--- config.mk ---
export PLATFORM = sky130hd
export DESIGN_NAME = cfg_source_sel
export DESIGN_NICKNAME = d
export VERILOG_FILES = /design/src/rtl/cfg_sel_pkg.sv /design/src/rtl/cfg_sync.sv /design/src/rtl/cfg_serial_port.sv /design/src/rtl/cfg_regfile.sv /design/src/rtl/cfg_out_select.sv /design/src/rtl/cfg_source_sel.sv
export SDC_FILE = /design/constraint.sdc
export NUM_CORES = 1
export LEC_CHECK = 0
export BUFFER_PORTS_ARGS = -buffer_cell sky130_fd_sc_hd__buf_2
export CAP_MARGIN = 20
export CORE_AREA = 2 2 80 120
export CTS_CLUSTER_SIZE = 12
export DETAILED_ROUTE_END_ITERATION = 6
export DIE_AREA = 0 0 82 122
export PLACE_DENSITY = 0.79
export SLEW_MARGIN = 10
export SYNTH_ARGS = -nofsm -noshare
export SYNTH_HDL_FRONTEND = slang
export SYNTH_SLANG_ARGS = --single-unit
--- constraint.sdc ---
create_clock -name clk -period 3.5 [get_ports clk]
set_input_delay 0.175 -clock clk [delete_from_list [all_inputs] [get_ports clk]]
set_output_delay 0.175 -clock clk [all_outputs]
set_load 0.02 [all_outputs]
--- src/rtl/cfg_sel_pkg.sv ---
`timescale 1ns/1ps
// Package: shared constants and types for the configuration source selector.
// Assumes a fixed 24-bit frame of one direction bit, a 7-bit address and a
// 16-bit data word; register locations are part of the software contract.
package cfg_sel_pkg;
    localparam int FRAME_LEN = 24;
    localparam int ADDR_W    = 7;
    localparam int DATA_W    = 16;
    localparam int HDR_LEN   = ADDR_W + 1;
    localparam int CNT_W     = $clog2(FRAME_LEN + 2);
    localparam int CNT_SAT   = FRAME_LEN + 1;
    localparam int N_REGS    = 3;
    localparam int IDX_CTRL  = 0;
    localparam int IDX_RNG_I = 1;
    localparam int IDX_RNG_Q = 2;
    localparam int PHASE_BIT = 14;

    typedef logic [ADDR_W-1:0] addr_t;
    typedef logic [DATA_W-1:0] word_t;

    localparam addr_t REG_ADDR [N_REGS] = '{7'h00, 7'h03, 7'h0B};
    localparam word_t REG_DFLT [N_REGS] = '{16'h0000, 16'h0000, 16'h0000};
endpackage

--- src/rtl/cfg_sync.sv ---
`timescale 1ns/1ps
// Module: two-stage synchronizer for a bundle of asynchronous inputs.
// Assumes every bit is an independent level that stays stable for several
// clocks; each bit has its own reset value so that idle levels load on reset.
module cfg_sync #(
    parameter int         W       = 1,
    parameter logic [W-1:0] RST_VAL = '0
) (
    input  logic         clk,
    input  logic         rst_n,
    input  logic [W-1:0] d,
    output logic [W-1:0] q
);
    logic [W-1:0] stage1;

    // Two flops in series per bit, loaded with the idle level on reset.
    always_ff @(posedge clk) begin
        if (!rst_n) begin
            stage1 <= RST_VAL;
            q      <= RST_VAL;
        end else begin
            stage1 <= d;
            q      <= stage1;
        end
    end
endmodule

--- src/rtl/cfg_serial_port.sv ---
`timescale 1ns/1ps
// Module: serial frame engine. Detects serial clock and chip-select edges on
// already synchronized inputs, shifts in a frame, raises a one-cycle write
// strobe on a clean 24-bit frame and shifts read data out on falling edges.
// Assumes each serial clock level lasts at least four system clocks.
module cfg_serial_port
    import cfg_sel_pkg::*;
(
    input  logic  clk,
    input  logic  rst_n,
    input  logic  port_en,
    input  logic  cs_s,
    input  logic  sclk_s,
    input  logic  din_s,
    input  word_t rd_data,
    output addr_t rd_addr,
    output logic  wr_en,
    output addr_t wr_addr,
    output word_t wr_data,
    output logic  dout,
    output logic  dout_oe
);
    logic                 sclk_q;
    logic                 cs_q;
    logic [FRAME_LEN-1:0] shreg;
    logic [CNT_W-1:0]     bit_cnt;
    logic                 load_pend;
    logic                 rd_act;
    word_t                shadow;
    logic                 sclk_rise;
    logic                 sclk_fall;
    logic                 cs_rise;
    logic                 idle;

    assign sclk_rise = sclk_s & ~sclk_q;
    assign sclk_fall = ~sclk_s & sclk_q;
    assign cs_rise   = cs_s & ~cs_q;
    assign idle      = !port_en || cs_s;

    // Edge history of the synchronized serial clock and chip select.
    always_ff @(posedge clk) begin
        if (!rst_n) begin
            sclk_q <= 1'b0;
            cs_q   <= 1'b1;
        end else begin
            sclk_q <= sclk_s;
            cs_q   <= cs_s;
        end
    end

    // Shift register and saturating bit counter for the incoming frame.
    always_ff @(posedge clk) begin
        if (!rst_n || idle) begin
            shreg     <= '0;
            bit_cnt   <= '0;
            load_pend <= 1'b0;
        end else if (sclk_rise) begin
            if (bit_cnt < CNT_W'(FRAME_LEN))
                shreg <= {shreg[FRAME_LEN-2:0], din_s};
            if (bit_cnt != CNT_W'(CNT_SAT))
                bit_cnt <= bit_cnt + 1'b1;
            load_pend <= (bit_cnt == CNT_W'(HDR_LEN - 1));
        end else begin
            load_pend <= 1'b0;
        end
    end

    // Read shadow: loaded once the header is in, shifted out on falling edges.
    always_ff @(posedge clk) begin
        if (!rst_n || idle) begin
            rd_act <= 1'b0;
            shadow <= '0;
            dout   <= 1'b0;
        end else if (load_pend) begin
            rd_act <= shreg[HDR_LEN-1];
            shadow <= shreg[HDR_LEN-1] ? rd_data : '0;
        end else if (sclk_fall && rd_act) begin
            dout   <= shadow[DATA_W-1];
            shadow <= {shadow[DATA_W-2:0], 1'b0};
        end
    end

    assign rd_addr = shreg[ADDR_W-1:0];
    assign wr_addr = shreg[FRAME_LEN-2 -: ADDR_W];
    assign wr_data = shreg[DATA_W-1:0];
    assign wr_en   = port_en && cs_rise && (bit_cnt == CNT_W'(FRAME_LEN))
                     && !shreg[FRAME_LEN-1];
    assign dout_oe = port_en && !cs_s;
endmodule

--- src/rtl/cfg_regfile.sv ---
`timescale 1ns/1ps
// Module: configuration register bank. One register per entry of the
// package address list, each forced to its default while hold_dflt is high.
// Assumes at most one write strobe per cycle; unmapped reads return zero.
module cfg_regfile
    import cfg_sel_pkg::*;
(
    input  logic                          clk,
    input  logic                          rst_n,
    input  logic                          hold_dflt,
    input  logic                          wr_en,
    input  addr_t                         wr_addr,
    input  word_t                         wr_data,
    input  addr_t                         rd_addr,
    output word_t                         rd_data,
    output logic [N_REGS-1:0][DATA_W-1:0] regs_o
);
    for (genvar g = 0; g < N_REGS; g++) begin : g_reg
        word_t q;

        // One register: default while held, else take a matching write.
        always_ff @(posedge clk) begin
            if (!rst_n || hold_dflt)
                q <= REG_DFLT[g];
            else if (wr_en && wr_addr == REG_ADDR[g])
                q <= wr_data;
        end

        assign regs_o[g] = q;
    end

    // Read mux over the mapped addresses.
    always_comb begin
        rd_data = '0;
        for (int i = 0; i < N_REGS; i++)
            if (rd_addr == REG_ADDR[i])
                rd_data = regs_o[i];
    end
endmodule

--- src/rtl/cfg_out_select.sv ---
`timescale 1ns/1ps
// Module: output selector. Picks pin-derived or register-derived settings.
// Assumes the mode bit is already synchronized; the static pins may feed
// straight through because they only matter in pin mode.
module cfg_out_select
    import cfg_sel_pkg::*;
#(
    parameter int FSR_W = 8
) (
    input  logic             pin_mode,
    input  logic             range_pin,
    input  logic             phase_pin,
    input  logic             demux_off_pin,
    input  word_t            reg_ctrl,
    input  word_t            reg_rng_i,
    input  word_t            reg_rng_q,
    output logic [FSR_W-1:0] range_i_code,
    output logic [FSR_W-1:0] range_q_code,
    output logic             phase_out
);
    localparam logic [FSR_W-1:0] CODE_MIN = '0;
    localparam logic [FSR_W-1:0] CODE_MAX = '1;

    logic [FSR_W-1:0] pin_code;

    // Pin-mode range: high pin selects the smallest register-mode range.
    assign pin_code = range_pin ? CODE_MIN : CODE_MAX;

    // Source selection for both channels and the phase.
    always_comb begin
        if (pin_mode) begin
            range_i_code = pin_code;
            range_q_code = pin_code;
            phase_out    = phase_pin && !demux_off_pin;
        end else begin
            range_i_code = reg_rng_i[FSR_W-1:0];
            range_q_code = reg_rng_q[FSR_W-1:0];
            phase_out    = reg_ctrl[PHASE_BIT];
        end
    end
endmodule

--- src/rtl/cfg_source_sel.sv ---
`timescale 1ns/1ps
// Module: top of the configuration source selector. Synchronizes the mode
// and serial inputs, runs the serial frame engine and register bank, and
// selects the effective range codes and phase. Assumes FSR_W <= 16.
module cfg_source_sel
    import cfg_sel_pkg::*;
#(
    parameter int FSR_W = 8
) (
    input  logic             clk,
    input  logic             rst_n,
    input  logic             ext_ctl_n,
    input  logic             range_pin,
    input  logic             phase_pin,
    input  logic             demux_off_pin,
    input  logic             ser_cs_n,
    input  logic             ser_clk,
    input  logic             ser_din,
    output logic             ser_dout,
    output logic             ser_dout_oe,
    output logic [FSR_W-1:0] range_i_code,
    output logic [FSR_W-1:0] range_q_code,
    output logic             phase_out
);
    logic                          ext_s;
    logic                          cs_s;
    logic                          sclk_s;
    logic                          din_s;
    logic                          wr_en;
    addr_t                         wr_addr;
    word_t                         wr_data;
    addr_t                         rd_addr;
    word_t                         rd_data;
    logic [N_REGS-1:0][DATA_W-1:0] regs;

    cfg_sync #(.W(4), .RST_VAL(4'b1100)) u_sync (
        .clk   (clk),
        .rst_n (rst_n),
        .d     ({ext_ctl_n, ser_cs_n, ser_clk, ser_din}),
        .q     ({ext_s, cs_s, sclk_s, din_s})
    );

    cfg_serial_port u_port (
        .clk     (clk),
        .rst_n   (rst_n),
        .port_en (!ext_s),
        .cs_s    (cs_s),
        .sclk_s  (sclk_s),
        .din_s   (din_s),
        .rd_data (rd_data),
        .rd_addr (rd_addr),
        .wr_en   (wr_en),
        .wr_addr (wr_addr),
        .wr_data (wr_data),
        .dout    (ser_dout),
        .dout_oe (ser_dout_oe)
    );

    cfg_regfile u_regs (
        .clk       (clk),
        .rst_n     (rst_n),
        .hold_dflt (ext_s),
        .wr_en     (wr_en),
        .wr_addr   (wr_addr),
        .wr_data   (wr_data),
        .rd_addr   (rd_addr),
        .rd_data   (rd_data),
        .regs_o    (regs)
    );

    cfg_out_select #(.FSR_W(FSR_W)) u_sel (
        .pin_mode      (ext_s),
        .range_pin     (range_pin),
        .phase_pin     (phase_pin),
        .demux_off_pin (demux_off_pin),
        .reg_ctrl      (regs[IDX_CTRL]),
        .reg_rng_i     (regs[IDX_RNG_I]),
        .reg_rng_q     (regs[IDX_RNG_Q]),
        .range_i_code  (range_i_code),
        .range_q_code  (range_q_code),
        .phase_out     (phase_out)
    );
endmodule

Word-level counts from Yosys, hierarchy flattened
Index checks and enable logic that the tools add are counted.
{"block": "totals", "ff_bits": 106, "out_inout_bits": 19, "word_cells": 64}
{"block": "classes", "addsub": 1, "n_lt_le_gt_ge": 1, "n_eq_ne": 7, "muxes": 10, "bitwise": 8, "n_reduce_logical": 24}
{"op": "16-bit 2-to-1 mux", "count": 6}
{"op": "8-bit 2-to-1 mux", "count": 3}
{"op": "7-bit by 2-bit == test with 1-bit output, second input constant", "count": 2}
{"op": "7-bit by 4-bit == test with 1-bit output, second input constant", "count": 2}
{"op": "7-bit logical NOT", "count": 2}
{"op": "1-bit logical AND", "count": 9}
{"op": "2-bit AND reduction", "count": 3}
{"op": "5-bit by 1-bit adder with 5-bit output, second input constant", "count": 1}
{"op": "5-bit by 3-bit == test with 1-bit output, second input constant", "count": 1}
{"op": "5-bit == test, second input constant", "count": 1}
{"op": "1-bit logical NOT", "count": 5}
{"op": "5-bit less-than comparator, second input constant", "count": 1}
{"op": "5-bit inequality test, second input constant", "count": 1}
{"op": "1-bit inverter", "count": 5}
{"op": "1-bit AND", "count": 3}
{"op": "1-bit logical OR", "count": 3}
{"op": "2-bit nonzero test", "count": 1}
{"op": "2-bit OR reduction", "count": 1}
{"op": "1-bit 2-to-1 mux", "count": 1}

Logic depth before layout (Yosys ltp)
Gate-level depths: netlist of run 1.
{"block": "depth", "ltp_word": 6, "mapped_depth": 7, "mapped_depth_nobuf": 5}

Modules after synthesis
A second synthesis of run 1 with hierarchy kept.
{"block": "unflattened", "hier_cells": 569, "area_unflattened_um2": 5196.2}
{"mod": "cfg_serial_port", "instances": 1, "cells_per_inst": 273, "area_per_inst_um2": 2412.3, "seq_area_each_um2": 1001.0}
{"mod": "cfg_regfile", "instances": 1, "cells_per_inst": 240, "area_per_inst_um2": 2312.2, "seq_area_each_um2": 960.9}
{"mod": "cfg_out_select", "instances": 1, "cells_per_inst": 39, "area_per_inst_um2": 257.7, "seq_area_each_um2": 0.0}
{"mod": "cfg_sync", "instances": 1, "cells_per_inst": 16, "area_per_inst_um2": 210.2, "seq_area_each_um2": 160.2}
{"mod": "cfg_source_sel", "instances": 1, "cells_per_inst": 1, "area_per_inst_um2": 3.8, "seq_area_each_um2": 0.0}

Worst setup path after synthesis of run 1
Ideal clock, no wire load.
{"block": "synth_path", "kind": "reg2reg", "from": "register u_port.bit_cnt[0]", "to": "register u_regs.g_reg[0].q[10]", "setup_time_ns": 0.120, "arrival_ns": 1.436, "required_ns": 3.380, "path_slack_ns": 1.944, "path_stages_with_launch": 8, "n_path_buf": 2, "synth_period_minus_slack_ns": 1.556, "path_cell_list": "dfxtp_1 > inv_1 > ha_1 > and4_1 > and4_1 > buf_6 > buf_12 > mux2i_1"}
{"block": "synth_via", "elab_chain_len": 4}
{"item": "from (decl)", "line": "cfg_serial_port.sv:26", "rtl": "logic [CNT_W-1:0] bit_cnt;"}
{"item": "from (signal assigned)", "line": "cfg_serial_port.sv:61", "rtl": "bit_cnt <= bit_cnt + 1'b1;"}
{"item": "5-bit == test", "line": "cfg_serial_port.sv:86", "rtl": "assign wr_en = port_en && cs_rise && (bit_cnt == CNT_W'(FRAME_LEN))"}
{"item": "1-bit logical AND", "line": "cfg_serial_port.sv:86"}
{"item": "1-bit logical AND", "line": "cfg_serial_port.sv:87", "rtl": "&& !shreg[FRAME_LEN-1];"}
{"item": "1-bit logical AND", "line": "cfg_regfile.sv:25", "rtl": "else if (wr_en && wr_addr == REG_ADDR[g])"}
{"item": "to (signal assigned)", "line": "cfg_regfile.sv:24", "rtl": "q <= REG_DFLT[g];"}
{"item": "to (signal assigned)", "line": "cfg_regfile.sv:26", "rtl": "q <= wr_data;"}
{"item": "to (decl)", "line": "cfg_regfile.sv:19", "rtl": "word_t q;"}
No other way between the ends.
A chain may end at the register's enable or synchronous reset.

Final worst setup path of run 1
{"block": "layout_path", "from": "register u_sync.q[3]", "to": "output range_q_code[1]"}
{"block": "layout_via", "elab_chain_len": 1}
{"item": "from (decl)", "line": "cfg_sync.sv:12", "rtl": "output logic [W-1:0] q"}
{"item": "from (signal assigned)", "line": "cfg_sync.sv:23", "rtl": "q <= stage1;"}
{"item": "8-bit 2-to-1 mux", "line": "cfg_out_select.sv:31", "rtl": "if (pin_mode) begin"}
{"item": "to (decl)", "line": "cfg_source_sel.sv:22", "rtl": "output logic [FSR_W-1:0] range_q_code,"}
No other way between the ends.

==> flow_metrics.env, run 1 <==
export IMPL_synthCells=544
export IMPL_nFillCells=770
export IMPL_hold_worst_slack_ns=0.00236
export IMPL_end_kind="output port"
export IMPL_crit_chain="nand2_1 -> o21a_1 -> buf_2"
export IMPL_final_area_sq_um=5430
export IMPL_crit_type="reg -> out"
export IMPL_num_rows=43
export IMPL_top_layer="met4"
export IMPL_syn_area_sq_um=5050
export IMPL_grt_remaining_overflow=0
export IMPL_cts_setup_buffers=0
export IMPL_cts_made_buffers=9
export IMPL_wirelength_um=12200
export IMPL_grt_pass1_vias=4193
export IMPL_swShare_pct=23.7
export IMPL_h_tree_depth=3
export IMPL_p_sw_mw=0.538
export IMPL_timing_final_max_slew_violations=0
export IMPL_ys_ff_latch=106
export IMPL_fp_dieW_um=82
export IMPL_io_pins=28
export IMPL_core_area_sq_um=9040
export IMPL_dp_cells=636
export IMPL_power_frac_seq_pct=53.6
export IMPL_vias_per_cell=6.54
export IMPL_start_util_pct=55.8
export IMPL_drt_iter0_markers=394
export IMPL_io_buffers=27
export IMPL_drive_above_1_share_pct=11.6
export IMPL_peakVddDrop_mv=0.269
export IMPL_dp_worst_setup_slack_ns=1.23
export IMPL_min_period_over_period_pct=75.0
export IMPL_fin_crit_ns=2.63
export IMPL_slowest_stage="dfxtp_1"
export IMPL_cap_violations=0
export IMPL_cts_tree="built"
export IMPL_fmax_mhz=381
export IMPL_dpl_hpwl_um=7710
export IMPL_fin_tns_setup_ns=0
export IMPL_routabilityCongestion=0.835
export IMPL_slowest_delay_ns=0.98
export IMPL_grt_max_degree=66
export IMPL_rr_worst_depth=3
export IMPL_hold_violations=0
export IMPL_cp_max_fo=23
export IMPL_min_path_cells=2
export IMPL_path_buf_inv=1
export IMPL_final_common_cell="dfxtp_1"
export IMPL_drtPass1Iterations=5
export IMPL_ys_types=42
export IMPL_routedWlPerCell_um=18.7
export IMPL_grt_first_pass_wirelength_um=20100
export IMPL_cts_repair_resized=0
export IMPL_syn_to_final_growth_pct=7.59
export IMPL_setup_violations=0
export IMPL_rsz0062_at_grt="false"
export IMPL_die_h_um=122
export IMPL_clock_skew_ns=0.0101
export IMPL_fp_dieArea_sq_um=10000
export IMPL_hp_class="in -> reg"
export IMPL_final_cells=653
export IMPL_worstSkewPairLatency_ns=0.35
export IMPL_p_comb_share_pct=3.7
export IMPL_ys_flop_type="dfxtp_1"
export IMPL_grtUsageTotal_pct=25.9
export IMPL_ys_seq_area_share_pct=42.1
export IMPL_hold_path_endpoint="u_sync.stage1[2]$_SDFF_PN1_"
export IMPL_r2r_end="u_port.shadow[3]$_SDFFE_PP0P_"
export IMPL_crit_path_start_kind="flop"
export IMPL_async_flop_share_pct=0
export IMPL_vias=4273
export IMPL_mostFrequentLayoutCells="dfxtp_1 (106), nand2_1 (69), mux2i_1 (48)"
export IMPL_grt_antenna_before_repair=0
export IMPL_postRouteAntennaNets=0
export IMPL_clkTransAtPathRegs_ns=0.07
export IMPL_yosysTopAreaCell="dfxtp_1"
export IMPL_ys_top_cells_by_area="dfxtp_1 (42%), mux2i_1 (9.5%), nand2_1 (5.1%)"
export IMPL_rrSetupSlack_ns=1.30
export IMPL_setup_slack_ns=0.874
export IMPL_outcome="finished, final reports clean"
export IMPL_antenna_cells=0
export IMPL_synth_nets=556
export IMPL_wl_met2_um=6250
export IMPL_clockRootBuffer="clkbuf_16"
export IMPL_worstPathRequired_ns=3.32
export IMPL_r2r_start="u_port.load_pend$_SDFF_PP0_"
export IMPL_place_area_sq_um=5140
export IMPL_route_detailed_drc=0
export IMPL_p_leak_nw=2.28
export IMPL_clock_sinks=106
export IMPL_cts_buffer_depth=2
export IMPL_yosys_warnings=0
export IMPL_synth_top_area_share_pct=42.1
export IMPL_p_int_mw=1.73
export IMPL_cp_top_family="flip-flops"
export IMPL_relSlewSlack_pct=30.7
export IMPL_synth_edf_count=0
export IMPL_arrival_ns=2.45
export IMPL_clkPwrFrac_pct=42.7
export IMPL_wl_met3_um=646
export IMPL_cts_hold_buf=1
export IMPL_postSynthAreaPerCell_sq_um=9.28
export IMPL_min_from="ser_cs_n"
export IMPL_met1Wirelength_um=4980
export IMPL_nets=548
export IMPL_worst_slew_pin_slew_ns=1.03
export IMPL_power_density_nw_per_um2=418
[power by group through the flow]
| stage | Sequential [mW] | Combinational, mW | Clock, mW |
|---|---|---|---|
| floorplan | 1.24 | 0.0605 | 0 |
| global placement | 1.24 | 0.0829 | 0 |
| detailed placement | 1.25 | 0.0840 | 0 |
| CTS | 1.22 | 0.0852 | 0.981 |
| global route | 1.22 | 0.0921 | 1.04 |
| finish | 1.22 | 0.0851 | 0.970 |
[through the flow]
stage	utilization (%)	power (mW)
after floorplan	-	1.30
after global placement	56.8	1.33
after detailed placement	56.8	1.33
after CTS	60.1	2.28
after global routing	60.1	2.35
final	60.1	2.27
[worst reg2reg max path, stage by stage, from the launching register on]
cell      delay, ns
dfxtp_1        0.80
inv_1          0.67
a221oi_1       0.53
nor3_1         0.09
[worst max path at each step]
| stage | endpoint | cells past startpoint | startpoint | slack, ns |
|---|---|---|---|---|
| finish | range_q_code[1] | 3 | u_sync.q[3]$_SDFF_PN1_ | 0.87 |
| global route | range_q_code[1] | 3 | u_sync.q[3]$_SDFF_PN1_ | 0.75 |
| CTS | range_q_code[1] | 3 | u_sync.q[3]$_SDFF_PN1_ | 0.85 |
| detailed placement | range_q_code[1] | 3 | u_sync.q[3]$_SDFF_PN1_ | 1.23 |
| global placement | range_i_code[7] | 3 | u_sync.q[3]$_SDFF_PN1_ | 1.38 |
| floorplan | u_regs.g_reg[0].q[10]$_SDFFE_PP0P_ | 7 | u_port.bit_cnt[0]$_SDFFE_PP0P_ | 1.94 |
[synth_stat cells (all sizes together), types with 6 or more instances]
master,count
buf,25
nand3,29
nand2b,7
nor3,17
mux2i,48
nand4bb,15
a32oi,15
nand2,69
o31ai,16
dfxtp,106
a21oi,32
and2,7
inv,6
clkbuf,33
o21ai,29
o211a,16
o21a,16
nand4b,17
a221oi,15
[sequential cells by signal, summed over array words and instances, names as in the netlist]
name	cells
u_port.shadow	16
u_sync.stage1	4
u_port.bit_cnt	5
u_port.dout	1
u_sync.q	4
u_port.load_pend	1
u_port.rd_act	1
u_port.shreg	24
u_port.sclk_q	1
u_regs.g.q	48
u_port.cs_q	1
[logic make-up after synthesis]
logic type	Yosys count	synth area share, %
AO/OA/AOI/OAI	141	19.5
adder cells (fa/ha/maj)	3	0.744
buffers and inverters	64	5.90
flip-flops	106	42.1
multiplexers	48	9.52
AND/OR/NAND/NOR	182	22.3
[area by class of cell]
| type | count | area, sq um | area share (%) |
|---|---|---|---|
| clock buffers | 9 | 225 | 4.15 |
| flip-flops and latches | 106 | 2120 | 39.1 |
| clock inverters | 7 | 57.6 | 1.06 |
| multi-input cells | 374 | 2630 | 48.5 |
| well taps | 112 | 140 | 2.58 |
| inverters | 6 | 22.5 | 0.415 |
| repair buffers | 39 | 228 | 4.19 |
[metal layers]
metal / global-route usage, % / up-vias
met5: 0 / -
met4: 14.4 / 0
met3: 4.07 / 36
met2: 43.1 / 158
met1: 31.3 / 2069
li1: - / 2010
(Power assumes the default switching activity.)
==> run 2: changes to the inputs <==
==> constraint.sdc (replaced) <==
create_clock -name clk -period 2.7 [get_ports clk]
set_input_delay 0.135 -clock clk [delete_from_list [all_inputs] [get_ports clk]]
set_output_delay 0.135 -clock clk [all_outputs]
set_load 0.02 [all_outputs]
==> flow_metrics.env, run 2 (synthesized netlist as in run 1, its figures left out) <==
export IMPL_io_pins=28
export IMPL_final_common_cell="dfxtp_1"
export IMPL_route_detailed_drc=0
export IMPL_cts_buffer_depth=2
export IMPL_arrival_ns=1.83
export IMPL_cp_max_fo=16
export IMPL_wirelength_um=12700
export IMPL_p_int_mw=2.34
export IMPL_setup_violations=0
export IMPL_cp_top_family="flip-flops"
export IMPL_nets=558
export IMPL_path_buf_inv=1
export IMPL_cap_violations=0
export IMPL_timing_final_max_slew_violations=0
export IMPL_crit_path_start_kind="flop"
export IMPL_r2r_start="u_port.shreg[2]$_SDFFE_PP0P_"
export IMPL_power_density_nw_per_um2=545
export IMPL_start_util_pct=55.8
export IMPL_dpl_hpwl_um=8170
export IMPL_fin_crit_ns=1.96
export IMPL_clkTransAtPathRegs_ns=0.07
export IMPL_relSlewSlack_pct=28.4
export IMPL_fmax_mhz=510
export IMPL_drive_above_1_share_pct=12.7
export IMPL_antenna_cells=0
export IMPL_slowest_delay_ns=0.59
export IMPL_fp_dieArea_sq_um=10000
export IMPL_grtUsageTotal_pct=26.3
export IMPL_crit_chain="nand2_1 -> o21a_1 -> buf_2"
export IMPL_fp_dieW_um=82
export IMPL_grt_max_degree=65
export IMPL_routabilityCongestion=0.847
export IMPL_largest_reg_flops=48
export IMPL_hold_worst_slack_ns=0.0667
export IMPL_nFillCells=742
export IMPL_hold_violations=0
export IMPL_syn_to_final_growth_pct=9.67
export IMPL_rsz0062_at_grt="false"
export IMPL_fin_util_pct=61.2
export IMPL_clkPwrFrac_pct=43.8
export IMPL_drtPass1Iterations=5
export IMPL_die_h_um=122
export IMPL_postRouteAntennaNets=0
export IMPL_num_rows=43
export IMPL_min_path_cells=2
export IMPL_regMostFlops="u_regs.g.q"
export IMPL_power_total_mw=3.02
export IMPL_grt_remaining_overflow=0
export IMPL_p_leak_nw=2.34
export IMPL_vias_per_cell=6.58
export IMPL_fin_tns_setup_ns=0
export IMPL_grt_first_pass_wirelength_um=20300
export IMPL_min_from="rst_n"
export IMPL_grt_antenna_before_repair=0
export IMPL_cts_tree="built"
export IMPL_p_sw_mw=0.676
export IMPL_r2r_end="u_port.shadow[2]$_SDFFE_PP0P_"
export IMPL_reg_top3="u_regs.g.q x48, u_port.shreg x24, u_port.shadow x16"
export IMPL_drt_iter0_markers=638
export IMPL_h_tree_depth=3
export IMPL_routedWlPerCell_um=19.1
export IMPL_core_area_sq_um=9040
export IMPL_clock_sinks=106
export IMPL_p_comb_share_pct=4.0
export IMPL_hp_class="in -> reg"
export IMPL_power_frac_seq_pct=52.2
export IMPL_clock_skew_ns=0.00778
export IMPL_crit_type="reg -> out"
export IMPL_end_kind="output port"
export IMPL_io_buffers=27
export IMPL_mostFrequentLayoutCells="dfxtp_1 (106), nand2_1 (69), mux2i_1 (48)"
export IMPL_worstPathRequired_ns=2.57
export IMPL_rrSetupSlack_ns=0.80
export IMPL_cts_setup_buffers=0
export IMPL_hold_path_endpoint="u_sync.stage1[2]$_SDFF_PN1_"
export IMPL_grt_pass1_vias=4138
export IMPL_outcome="finished, final reports clean"
export IMPL_clockRootBuffer="clkbuf_16"
export IMPL_path_depth=3
export IMPL_swShare_pct=22.4
export IMPL_min_period_over_period_pct=72.6
export IMPL_vias=4365
export IMPL_worst_slew_pin_slew_ns=1.07
export IMPL_peakVddDrop_mv=0.493
export IMPL_slowest_stage="dfxtp_1"
export IMPL_cts_made_buffers=9
export IMPL_worstSkewPairLatency_ns=0.35
export IMPL_rr_worst_depth=3
-- run 2: changes by cell type in the layout (fill, tap and decap cells not counted), sizes merged --
cell and change:
bufinv +1, buf +7, dlygate4sd3 +3, clkinvlp -2, inv -2, clkinv +3
-- run 2: layout make-up --
type                    count  area (sq um)  area share [%]
repair buffers             49           314            5.67
multi-input cells         374          2630            47.6
clock buffers               9           225            4.07
flip-flops and latches    106          2120            38.3
clock inverters             7          76.3            1.38
well taps                 112           140            2.53
inverters                   6          22.5           0.407
-- run 2: worst max path at each step --
stage / from / end / slack (ns)
after CTS: u_sync.q[3]$_SDFF_PN1_ / range_q_code[7] / 0.76
after detailed placement: u_port.shreg[2]$_SDFFE_PP0P_ / u_port.shadow[14]$_SDFFE_PP0P_ / 0.83
after global routing: u_sync.q[3]$_SDFF_PN1_ / range_q_code[7] / 0.64
final: u_sync.q[3]$_SDFF_PN1_ / range_q_code[7] / 0.74
after global placement: u_sync.q[3]$_SDFF_PN1_ / u_port.shadow[0]$_SDFFE_PP0P_ / 0.69
after floorplan: u_port.bit_cnt[0]$_SDFFE_PP0P_ / u_regs.g_reg[0].q[10]$_SDFFE_PP0P_ / 1.14
-- run 2: repair_timing --
action | CTS | global route
gates resized for setup | 0 | 0
setup endpoints to repair | 0 | 0
endpoints found under the hold margin | 4 | 0
hold buffers | 4 | 0
-- run 2: power by group through the flow --
| stage | combinational [mW] | clock (mW) | sequential, mW |
|---|---|---|---|
| 3_5_place_dp | 0.115 | 0 | 1.61 |
| 2_1_floorplan | 0.0784 | 0 | 1.61 |
| 6_report | 0.122 | 1.32 | 1.57 |
| 3_3_place_gp | 0.114 | 0 | 1.61 |
| 4_1_cts | 0.120 | 1.34 | 1.57 |
| 5_1_grt | 0.130 | 1.40 | 1.57 |
-- run 2: per-stage QoR --
step | cell area, sq um | worst slack [ns] | cells
final | 5530 | 0.739 | 663
after global routing | 5530 | 0.641 | 663
after CTS | 5530 | 0.760 | 663
after detailed placement | 5190 | 0.832 | 643
after global placement | 5170 | 0.692 | 641
after floorplan | 5050 | 1.14 | 544
-- run 2: layer usage --
metal  GRT usage, %  part of all wire (%)  wire length, um  up-vias
li1               -                     -                -     2019
met1           32.9                    41             5160     2119
met2           43.5                    51             6410      188
met3           3.78                   5.7              726       39
met4           12.8                   3.0              377        0
met5              0                     0                0        -
-- run 2: worst reg2reg max path, stage by stage, from the launching register on --
cell and delay (ns):
dfxtp_1 0.38, nor4_4 0.95, a32oi_1 0.25, nor3_1 0.23
==> run 3: changes to the inputs <==
--- a/config.mk
+++ b/config.mk
@@ -7,10 +7,10 @@
 export LEC_CHECK = 0
 export BUFFER_PORTS_ARGS = -buffer_cell sky130_fd_sc_hd__buf_2
 export CAP_MARGIN = 20
-export CORE_AREA = 2 2 80 120
+export CORE_AREA = 2 2 82 123
 export CTS_CLUSTER_SIZE = 12
 export DETAILED_ROUTE_END_ITERATION = 6
-export DIE_AREA = 0 0 82 122
+export DIE_AREA = 0 0 84 125
 export PLACE_DENSITY = 0.79
 export SLEW_MARGIN = 10
 export SYNTH_ARGS = -nofsm -noshare
==> constraint.sdc (replaced) <==
create_clock -name clk -period 1.6 [get_ports clk]
set_input_delay 0.08 -clock clk [delete_from_list [all_inputs] [get_ports clk]]
set_output_delay 0.08 -clock clk [all_outputs]
set_load 0.02 [all_outputs]
==> flow_metrics.env, run 3 (synthesized netlist as in run 1, its figures left out) <==
export IMPL_crit_chain="buf_4 -> nand4bb_1 -> a221oi_1 -> nor3_1"
export IMPL_core_area_sq_um=9520
export IMPL_grt_remaining_overflow=0
export IMPL_fmax_mhz=648
export IMPL_cts_tree="built"
export IMPL_fin_util_pct=61.0
export IMPL_crit_type="reg -> reg"
export IMPL_path_buf_inv=1
export IMPL_end_kind="flop"
export IMPL_routedWlPerCell_um=18.4
export IMPL_cts_buffer_depth=2
export IMPL_regMostFlops="u_regs.g.q"
export IMPL_grt_max_degree=65
export IMPL_clock_sinks=106
export IMPL_wirelength_um=12700
export IMPL_drt_iter0_markers=494
export IMPL_drive_above_1_share_pct=17.1
export IMPL_num_rows=44
export IMPL_clock_skew_ns=0.0107
export IMPL_slowest_delay_ns=0.65
export IMPL_io_buffers=27
export IMPL_final_cells=689
export IMPL_cap_violations=0
export IMPL_timing_final_max_slew_violations=0
export IMPL_nFillCells=756
export IMPL_grt_antenna_before_repair=0
export IMPL_mostFrequentLayoutCells="dfxtp_1 (106), nand2_1 (68), mux2i_1 (48)"
export IMPL_relSlewSlack_pct=65.3
export IMPL_postRouteAntennaNets=0
export IMPL_worstPathRequired_ns=1.83
export IMPL_clkTransAtPathRegs_ns=0.08
export IMPL_grt_first_pass_wirelength_um=20800
export IMPL_setup_violations=0
export IMPL_fin_crit_ns=1.54
export IMPL_routabilityCongestion=0.888
export IMPL_p_leak_nw=2.47
export IMPL_hold_violations=0
export IMPL_fp_dieArea_sq_um=10500
export IMPL_nets=581
export IMPL_slowest_stage="dfxtp_1"
export IMPL_reg_top3="u_regs.g.q x48, u_port.shreg x24, u_port.shadow x16"
export IMPL_clockRootBuffer="clkbuf_16"
export IMPL_min_period_over_period_pct=96.5
export IMPL_startpoint="u_port.sclk_q$_SDFF_PN0_"
export IMPL_h_tree_depth=3
export IMPL_peakVddDrop_mv=0.975
export IMPL_grtUsageTotal_pct=24.1
export IMPL_r2r_start="u_port.sclk_q$_SDFF_PN0_"
export IMPL_worstSkewPairLatency_ns=0.35
export IMPL_fin_tns_setup_ns=0
export IMPL_cp_max_fo=11
export IMPL_drtPass1Iterations=7
export IMPL_outcome="finished, final reports clean"
export IMPL_arrival_ns=1.77
export IMPL_vias=4499
export IMPL_dpl_hpwl_um=8580
export IMPL_power_total_mw=4.96
export IMPL_vias_per_cell=6.53
export IMPL_syn_to_final_growth_pct=15.1
export IMPL_antenna_cells=0
export IMPL_worst_slew_pin_slew_ns=0.520
export IMPL_cp_top_family="flip-flops"
export IMPL_power_density_nw_per_um2=855
export IMPL_crit_path_start_kind="flop"
export IMPL_min_from="rst_n"
export IMPL_rsz0062_at_grt="true"
export IMPL_largest_reg_flops=48
export IMPL_fp_dieW_um=84
export IMPL_grt_pass1_vias=4303
export IMPL_final_common_cell="dfxtp_1"
export IMPL_start_util_pct=53.0
export IMPL_die_h_um=125
export IMPL_route_detailed_drc=0
export IMPL_dp_cells=665
export IMPL_io_pins=28
export IMPL_cts_made_buffers=9
export IMPL_hp_class="in -> reg"
[run 3: cell count changes in the layout (fill, tap and decap cells not counted), moves of 2 or more]
| cell | delta |
|---|---|
| and4_1 | -2 |
| and4_4 | +2 |
| buf_4 | +15 |
| buf_12 | +6 |
| clkinvlp_4 | +3 |
[run 3: path summary, 6_finish.rpt]
kind | endpoint | slack (ns) | cells past startpoint
max | u_port.shadow[2]$_SDFFE_PP0P_ | 0.06 | 4
min | u_sync.stage1[3]$_SDFF_PN1_ | 0.003 | 2
max reg2reg | u_port.shadow[2]$_SDFFE_PP0P_ | 0.06 | 4
min reg2reg | u_sync.q[2]$_SDFF_PN1_ | 0.42 | 1
[run 3: timing repair]
item	4_1_cts	5_1_grt
gates resized for setup	3	7
endpoints found under the hold margin	4	0
hold buffers	5	0
endpoints found under the setup margin	25	47
gates cloned	0	1
setup buffers	2	0
pin swaps	1	0
[run 3: metrics by stage]
stage | instance area, sq um | hold slack, ns | worst slack (ns)
final | 5810 | 0.00333 | 0.0557
after CTS | 5760 | 0.00195 | 0.0339
after global routing | 5810 | 0.0148 | -0.0547
after detailed placement | 5410 | 0.266 | 0.00198
after global placement | 5410 | 0.262 | 0.0768
after floorplan | 5050 | 0.181 | 0.0438
[run 3: final cells by class]
class / count / area, sq um / share of cell area [%]
repair buffers: 72 / 582 / 10.0
well taps: 115 / 144 / 2.48
clock inverters: 7 / 53.8 / 0.927
flip-flops and latches: 106 / 2120 / 36.5
clock buffers: 9 / 225 / 3.88
multi-input cells: 374 / 2650 / 45.7
inverters: 6 / 26.3 / 0.452
[run 3: layer usage]
metal	track usage, %	share of wire (%)	vias to the layer above
met5	0	0	-
met4	13.5	4.2	0
met3	3.63	5.9	45
met2	40.9	51	217
met1	29.1	39	2168
li1	-	-	2069
[run 3: report_power, final]
| group | internal, mW | switching (mW) | leakage (nW) |
|---|---|---|---|
| logic | 0.0910 | 0.130 | 1.48 |
| clock network | 1.06 | 1.02 | 0.128 |
| registers | 2.65 | 0.00997 | 0.855 |
| total | 3.80 | 1.16 | 2.47 |
